==> config.mk <==
export PLATFORM = sky130hd
export DESIGN_NAME = simt_div_unit
export DESIGN_NICKNAME = d
export VERILOG_FILES = /design/src/rtl/simt_div_pkg.sv /design/src/rtl/simt_mask_split.sv /design/src/rtl/simt_reconv_stack.sv /design/src/rtl/simt_div_unit.sv
export SDC_FILE = /design/constraint.sdc
export NUM_CORES = 1
export LEC_CHECK = 0
export ABC_AREA = 1
export BUFFER_PORTS_ARGS = -buffer_cell sky130_fd_sc_hd__buf_2
export CAP_MARGIN = 25
export CORE_MARGIN = 5
export CORE_UTILIZATION = 30
export DETAILED_ROUTE_END_ITERATION = 10
export HOLD_SLACK_MARGIN = 0.15
export PLACE_DENSITY_LB_ADDON = 0.25
export SLEW_MARGIN = 20
export SYNTH_ARGS = -nofsm -noshare
export SYNTH_HDL_FRONTEND = slang
export SYNTH_SLANG_ARGS = --single-unit
==> constraint.sdc <==
create_clock -name clk -period 10.65 [get_ports clk]
set_clock_uncertainty 0.2 [all_clocks]
set_input_delay 1.5975 -clock clk [delete_from_list [all_inputs] [get_ports clk]]
set_output_delay 1.5975 -clock clk [all_outputs]
set_load 0.02 [all_outputs]
==> src/rtl/simt_div_pkg.sv <==
package simt_div_pkg;

    typedef enum logic [1:0] {
        ST_IDLE,
        ST_RUN,
        ST_FAULT
    } run_state_e;

    typedef enum logic [1:0] {
        SPLIT_TAKEN,
        SPLIT_ELSE,
        SPLIT_BOTH
    } split_kind_e;

endpackage

==> src/rtl/simt_mask_split.sv <==
module simt_mask_split
    import simt_div_pkg::*;
#(
    parameter int W = 32
) (
    input  logic [W-1:0] act_mask,
    input  logic [W-1:0] cond,
    output logic [W-1:0] t_mask,
    output logic [W-1:0] n_mask,
    output split_kind_e  kind
);

    always_comb begin
        t_mask = act_mask & cond;
        n_mask = act_mask & ~cond;
        if (n_mask == '0)
            kind = SPLIT_TAKEN;
        else if (t_mask == '0)
            kind = SPLIT_ELSE;
        else
            kind = SPLIT_BOTH;
    end

endmodule

==> src/rtl/simt_reconv_stack.sv <==
module simt_reconv_stack #(
    parameter int W     = 32,
    parameter int PCW   = 16,
    parameter int DEPTH = 8
) (
    input  logic           clk,
    input  logic           rst_n,
    input  logic           clr,
    input  logic           push,
    input  logic [PCW-1:0] push_else_pc,
    input  logic [W-1:0]   push_else_mask,
    input  logic [PCW-1:0] push_join_pc,
    input  logic [W-1:0]   push_orig_mask,
    input  logic           pop,
    input  logic           flip,
    output logic [PCW-1:0] top_else_pc,
    output logic [W-1:0]   top_else_mask,
    output logic [PCW-1:0] top_join_pc,
    output logic [W-1:0]   top_orig_mask,
    output logic           top_phase,
    output logic           empty,
    output logic           full
);

    localparam int SPW  = $clog2(DEPTH + 1);
    localparam int IDXW = (DEPTH > 1) ? $clog2(DEPTH) : 1;

    typedef struct packed {
        logic [PCW-1:0] else_pc;
        logic [W-1:0]   else_mask;
        logic [PCW-1:0] join_pc;
        logic [W-1:0]   orig_mask;
        logic           phase;
    } frame_t;

    frame_t         frames [DEPTH];
    logic [SPW-1:0] sp;
    logic [IDXW-1:0] top_idx;
    logic [IDXW-1:0] wr_idx;
    frame_t         top_f;

    assign empty   = (sp == '0);
    assign full    = (sp == SPW'(DEPTH));
    assign top_idx = IDXW'(sp - SPW'(1));
    assign wr_idx  = IDXW'(sp);
    assign top_f   = frames[top_idx];

    assign top_else_pc   = top_f.else_pc;
    assign top_else_mask = top_f.else_mask;
    assign top_join_pc   = top_f.join_pc;
    assign top_orig_mask = top_f.orig_mask;
    assign top_phase     = top_f.phase;

    always_ff @(posedge clk) begin
        if (!rst_n || clr) begin
            sp <= '0;
        end else if (push) begin
            sp <= sp + SPW'(1);
        end else if (pop) begin
            sp <= sp - SPW'(1);
        end
    end

    generate
        for (genvar g = 0; g < DEPTH; g++) begin : g_frame
            always_ff @(posedge clk) begin
                if (!rst_n) begin
                    frames[g] <= '0;
                end else if (push && !clr && wr_idx == IDXW'(g)) begin
                    frames[g] <= '{push_else_pc, push_else_mask,
                                   push_join_pc, push_orig_mask, 1'b0};
                end else if (flip && !clr && top_idx == IDXW'(g)) begin
                    frames[g].phase <= 1'b1;
                end
            end
        end
    endgenerate


    no_overflow_chk: assert property (@(posedge clk) disable iff (!rst_n)
        push |-> !full);


    no_underflow_chk: assert property (@(posedge clk) disable iff (!rst_n)
        (pop || flip) |-> !empty);

endmodule

==> src/rtl/simt_div_unit.sv <==
module simt_div_unit
    import simt_div_pkg::*;
#(
    parameter int W     = 32,
    parameter int PCW   = 16,
    parameter int DEPTH = 8
) (
    input  logic           clk,
    input  logic           rst_n,
    input  logic           launch,
    input  logic [PCW-1:0] launch_pc,
    input  logic [W-1:0]   launch_mask,
    input  logic           issue_ready,
    input  logic           br_valid,
    input  logic [W-1:0]   br_cond,
    input  logic [PCW-1:0] br_taken_pc,
    input  logic [PCW-1:0] br_else_pc,
    input  logic [PCW-1:0] br_join_pc,
    output logic           out_valid,
    output logic [PCW-1:0] out_pc,
    output logic [W-1:0]   out_mask,
    output logic           stk_overflow
);

    run_state_e     state_q, state_d;
    logic [PCW-1:0] pc_q, pc_d;
    logic [W-1:0]   mask_q, mask_d;
    logic           ovf_q, ovf_d;

    logic [W-1:0]   t_mask, n_mask;
    split_kind_e    kind;

    logic           s_push, s_pop, s_flip, s_clr;
    logic [PCW-1:0] top_else_pc, top_join_pc;
    logic [W-1:0]   top_else_mask, top_orig_mask;
    logic           top_phase, stk_empty, stk_full;

    logic           at_join, fire;

    simt_mask_split #(.W(W)) u_split (
        .act_mask (mask_q),
        .cond     (br_cond),
        .t_mask   (t_mask),
        .n_mask   (n_mask),
        .kind     (kind)
    );

    simt_reconv_stack #(.W(W), .PCW(PCW), .DEPTH(DEPTH)) u_stack (
        .clk            (clk),
        .rst_n          (rst_n),
        .clr            (s_clr),
        .push           (s_push),
        .push_else_pc   (br_else_pc),
        .push_else_mask (n_mask),
        .push_join_pc   (br_join_pc),
        .push_orig_mask (mask_q),
        .pop            (s_pop),
        .flip           (s_flip),
        .top_else_pc    (top_else_pc),
        .top_else_mask  (top_else_mask),
        .top_join_pc    (top_join_pc),
        .top_orig_mask  (top_orig_mask),
        .top_phase      (top_phase),
        .empty          (stk_empty),
        .full           (stk_full)
    );

    assign at_join = (state_q == ST_RUN) && !stk_empty && (pc_q == top_join_pc);

    // Output process
    always_comb begin
        out_valid    = (state_q == ST_RUN) && !at_join;
        out_pc       = pc_q;
        out_mask     = mask_q;
        stk_overflow = ovf_q;
    end

    assign fire = out_valid && issue_ready;

    // Next-state process
    always_comb begin
        state_d = state_q;
        pc_d    = pc_q;
        mask_d  = mask_q;
        ovf_d   = ovf_q;
        s_push  = 1'b0;
        s_pop   = 1'b0;
        s_flip  = 1'b0;
        s_clr   = 1'b0;
        if (launch) begin
            state_d = ST_RUN;
            pc_d    = launch_pc;
            mask_d  = launch_mask;
            ovf_d   = 1'b0;
            s_clr   = 1'b1;
        end else begin
            unique case (state_q)
                ST_IDLE, ST_FAULT: ;
                ST_RUN: begin
                    if (at_join) begin
                        if (!top_phase) begin
                            pc_d   = top_else_pc;
                            mask_d = top_else_mask;
                            s_flip = 1'b1;
                        end else begin
                            pc_d   = top_join_pc;
                            mask_d = top_orig_mask;
                            s_pop  = 1'b1;
                        end
                    end else if (fire) begin
                        if (br_valid) begin
                            unique case (kind)
                                SPLIT_TAKEN: pc_d = br_taken_pc;
                                SPLIT_ELSE:  pc_d = br_else_pc;
                                SPLIT_BOTH: begin
                                    if (stk_full) begin
                                        state_d = ST_FAULT;
                                        ovf_d   = 1'b1;
                                    end else begin
                                        s_push = 1'b1;
                                        pc_d   = br_taken_pc;
                                        mask_d = t_mask;
                                    end
                                end
                                default: ;
                            endcase
                        end else begin
                            pc_d = pc_q + PCW'(1);
                        end
                    end
                end
                default: state_d = ST_IDLE;
            endcase
        end
    end

    // State register
    always_ff @(posedge clk) begin
        if (!rst_n) begin
            state_q <= ST_IDLE;
            pc_q    <= '0;
            mask_q  <= '0;
            ovf_q   <= 1'b0;
        end else begin
            state_q <= state_d;
            pc_q    <= pc_d;
            mask_q  <= mask_d;
            ovf_q   <= ovf_d;
        end
    end


    seq_advance_chk: assert property (@(posedge clk) disable iff (!rst_n)
        (fire && !br_valid && !launch) |=> (out_pc == PCW'($past(out_pc) + PCW'(1))));


    uniform_keep_mask_chk: assert property (@(posedge clk) disable iff (!rst_n)
        (fire && br_valid && kind != SPLIT_BOTH && !launch) |=> $stable(out_mask));


    div_subset_chk: assert property (@(posedge clk) disable iff (!rst_n)
        (fire && br_valid && kind == SPLIT_BOTH && !stk_full && !launch)
        |=> ((out_mask & ~$past(out_mask)) == '0) && (out_mask != $past(out_mask)));


    ovf_hold_chk: assert property (@(posedge clk) disable iff (!rst_n)
        (stk_overflow && !launch) |=> (stk_overflow && !out_valid));


    no_ready_hold_chk: assert property (@(posedge clk) disable iff (!rst_n)
        (out_valid && !issue_ready && !launch) |=> ($stable(out_pc) && $stable(out_mask)));

endmodule

==> results.md <==
- Setup repair after global routing left no endpoint under its margin.
- Dividing total power by cell area gives a power density of 168.9 nW/µm².
- Setup violations remaining at the end of the flow were counted as 0.
- The signal on the critical path passes through inv_8, ha_1, ha_4, buf_4, nand3_1, nand2_1, nand2_1, nand2_1, nor2_1, nand3b_1, nor2_1, nor2_1, buf_2.
- Of all nets on the critical path, the largest fanout is 100.
- The total of warnings raised by yosys is 0.
- The global-route congestion overflow total is 0.
- The number of gates given a new drive strength after cts is 0.
- At the pin with the least slew margin, the transition time is 1.217 ns.
- After synthesis, the cell types taking the most area are edfxtp_1, nor2_1, nand2_1.
- The largest net degree at the start of global routing is ~210.
- The critical-path cell with the highest stage delay is buf_4.
- The leakage power is 18.97 nW.
- The number of vias after detailed routing is 32616.
- Before antenna repair, the detailed router went through 6 iterations.
- The register clock-pin slew on the reported worst setup and hold paths is 0.06 ns.
- STA puts the critical path data required time at 8.85 ns.
- Synthesis instantiated 38 different standard cells from the library.
- The number of antenna violations at the first check in global routing is 12.
- The final-layout setup total negative slack is 0 ns.
- The post-synthesis sequential element count is 831.
- The floorplan has 134 rows.
- The antenna violation net count after detailed routing is 0.
- The count of final hold-check violations came to 0.
- The number of buffers added by the clock tree synthesis step is 98.
- The smallest clock period supported by the final layout is computed as just over 7 ns.
- The total count of max-transition violations in the final report is 0.
- Dividing the final minimum period by the clock period gives 0.6742.
- The timing-limited maximum frequency is approximately 140 MHz.
- The cell class contributing the biggest share of worst-path delay is buffers and inverters.
- The cell type with the highest aggregate area in the netlist is edfxtp_1.
- Synthesis handed over a netlist of between 4000 and 5000 instances.
- The global-route wire length before repair is 212.4 mm.
- In the synthesized netlist, the cells that appear most often are nor2_1, nand2_1, edfxtp_1, o21ai_0, inv_1.
- The worst hold path belongs to the class reg -> reg.
- The number of hold buffers added after CTS is 0.
- The initial utilization of the core area, before any placement, comes to 0.3020.
- The largest vdd supply drop is between 0.1 and 0.15 mV.
- In the synthesized netlist the async set-or-reset flop fraction comes to 0.
- The number of buffers and inverters on the critical path is 3.
- After detailed routing, the number of remaining DRC violations is 0.
- The number of port buffers is 182.
- The net count of the finished layout is 4625.
- The setup slack of the worst register-to-register path is 3.64 ns.
- The number of synthesized flops with an enable pin is 776.
- The post-route worst hold slack is 0.2893 ns.
- The via count of the first global-routing pass is around 32000.
- Counting every sink on the clock net gives roughly 830.
- In this run the cell area of the synthesized design comes to approximately 40000 µm².
- The dominant synthesized flop cell is edfxtp_1.
- Routed signal wires occupy layers up through met5.
- The most frequent cell after synthesis is nor2_1.
- The highest cell delay on the worst timing path is 0.81 ns.
- The met2 wirelength from detailed routing is 65.41 mm.
- The run finished with clean final reports.
- The fraction of the yosys area taken by sequential cells is 0.6054.
- The deepest clock path buffer count is 3.
- Max-cap violations in this run came to 0.
- The floorplan step set the die width to roughly 380 µm.
- The die area is 141800 µm².
- For this block, wires on met1 add up to roughly 64 mm.
- The cell at the root of the clock tree is clkbuf_16.
- The final standard cell count with taps included and fillers excluded is 6332.
- The all-layer global routing usage is 0.1979.
- TritonCTS built the clock tree.
- The congestion estimate from routability-driven global placement came to 0.9196.
- The number of H-tree branching levels is 3.
- The worst setup path is captured at an output port.
- The utilization after layout is 0.3453.
- During I/O placement, the number of pins put on the boundary was 183.
- Once placement finished, the instance area stood at roughly 43000 µm².
- The routed wirelength normalized by instance count is 22.89 µm.
- The data arrival time at the worst-slack endpoint is 5.38 ns.
- The area of all placed cells without fillers is 46090 µm².
- The detailed-route wire length is around 140 mm.
- The area growth from synthesis to final layout is 14.34%.
- The wire length on met3 is 11.91 mm.
- The number of DRC violations after detailed-routing iteration 0 is roughly 3300.
- The layout cell share with drive strength beyond 1 is 0.09470.
- The worst setup path is of the reg -> out kind.
- The synthesized netlist net count is 4603.
- The core region area is 133500 µm².
- Counting the fill cells in the layout gives about 14000.
- Each instance of the synthesized netlist takes up on average 9.040 µm².
- Using the TritonRoute via totals, the vias-per-cell ratio works out to 5.151.
- The die height is ~380 µm.
- STA classifies the critical path startpoint as a flip-flop.
- The worst slew margin relative to its limit is 0.1884.
- The detailed-placement wirelength estimate is 85.26 mm.
- The area share of the largest cell type after synthesis is 0.5781.
- The post-CTS setup buffer count is 0.
- The number of placed cells counting well taps is ~6000.
- The clock reaches the later pin of the worst-skew pair after 0.70 ns.
[cell type report]
class | count | area (µm²) | share of cell area
antenna | 2 | 5.005 | 0.0001086
clock buffer | 134 | 2678 | 0.05810
clock inverter | 47 | 506.7 | 0.01099
inverter | 366 | 1388 | 0.03011
multi-input combinational | 2944 | 13440 | 0.2916
sequential | 831 | 24410 | 0.5296
tap | 1768 | 2212 | 0.04800
timing repair buffer | 240 | 1455 | 0.03157
[worst paths after layout]
path                  from  cells past startpoint              endpoint
max reg2reg  u_stack.sp[0]                     17  u_stack.frames[7][4]
min reg2reg     state_q[0]                      2            state_q[0]
max          u_stack.sp[0]                     13             out_valid
min             state_q[0]                      2            state_q[0]
[worst reg2reg max path, cell delays in order, from the launching register on]
cell and delay, ns:
dfxtp_4 0.72, inv_8 0.35, ha_1 0.47, ha_4 0.80
buf_4 0.82, nand3_1 0.33, nand2_1 0.12, nand2_1 0.09
nand2_1 0.10, nor2_1 0.05, nand2_1 0.09, nor2_1 0.07
nand3_2 0.16, nand3_1 0.15, nor2_4 0.33, nand2_1 0.18
nand2_4 0.67, buf_4 0.89
[through the flow]
step                setup slack, ns  total power [W]
floorplan                   -0.6099         0.004205
global placement              3.393         0.004494
detailed placement            3.678         0.004497
CTS                           3.504         0.007847
global route                  3.244         0.008051
finish                        3.470         0.007786
[kinds of logic (layout without fill, tap and decap cells)]
kind of cell	count (synthesis)	count (layout)	synth area share
buffers and inverters	684	787	0.06671
xor gates and xnor gates	7	7	0.001521
and+or+nand+nor	2289	2289	0.2318
other	0	2	0
adders and majority gates	11	11	0.003414
AOI/OAI and AO/OA	637	637	0.09110
DFF	831	831	0.6054
[flip-flops by register name (all words and copies together) (netlist names)]
signal,flops
u_stack.frames,776
out_mask,32
out_pc,16
u_stack.sp,4
state_q,2
stk_overflow,1
[cell usage in the layout (no fill, tap or decap), types with 5 or more instances in the layout]
cell type  netlist  layout
a32o_1          27      27
xor2_1           7       7
o21ai_4          0       5
bufinv_16        0       6
nand3_4          0       5
buf_12           0       5
buf_2           70     181
ha_1            11       9
clkinv_1        40      54
clkinv_2         0      15
nand2_1        791     787
a21oi_1         40      40
o21ai_0        412     407
nor2_1        1020    1017
edfxtp_1       776     776
o221ai_1        53      53
nand4_1         65      65
inv_2           10      10
o211ai_1        13      13
clkbuf_16        0      98
clkbuf_1       220      27
inv_1          316     315
nor3_1         115     114
buf_4            7      51
nand3_1        271     265
nor2_4           1       5
or2_2           11      11
clkbuf_8         0       9
o22ai_1         83      83
dfxtp_1         55      54
[report_power, final]
part           switching [W]  internal [W]
clock                0.00143       0.00192
sequential         0.0000789       0.00368
combinational       0.000512      0.000158
[per-layer routing]
| metal | GRT usage | up-vias |
|---|---|---|
| met5 | 0 | - |
| met1 | 0.2794 | 15973 |
| met4 | 0.04793 | 12 |
| met2 | 0.3148 | 1294 |
| li1 | - | 15133 |
| met3 | 0.03831 | 204 |
Power figures use the tool's default switching activity.
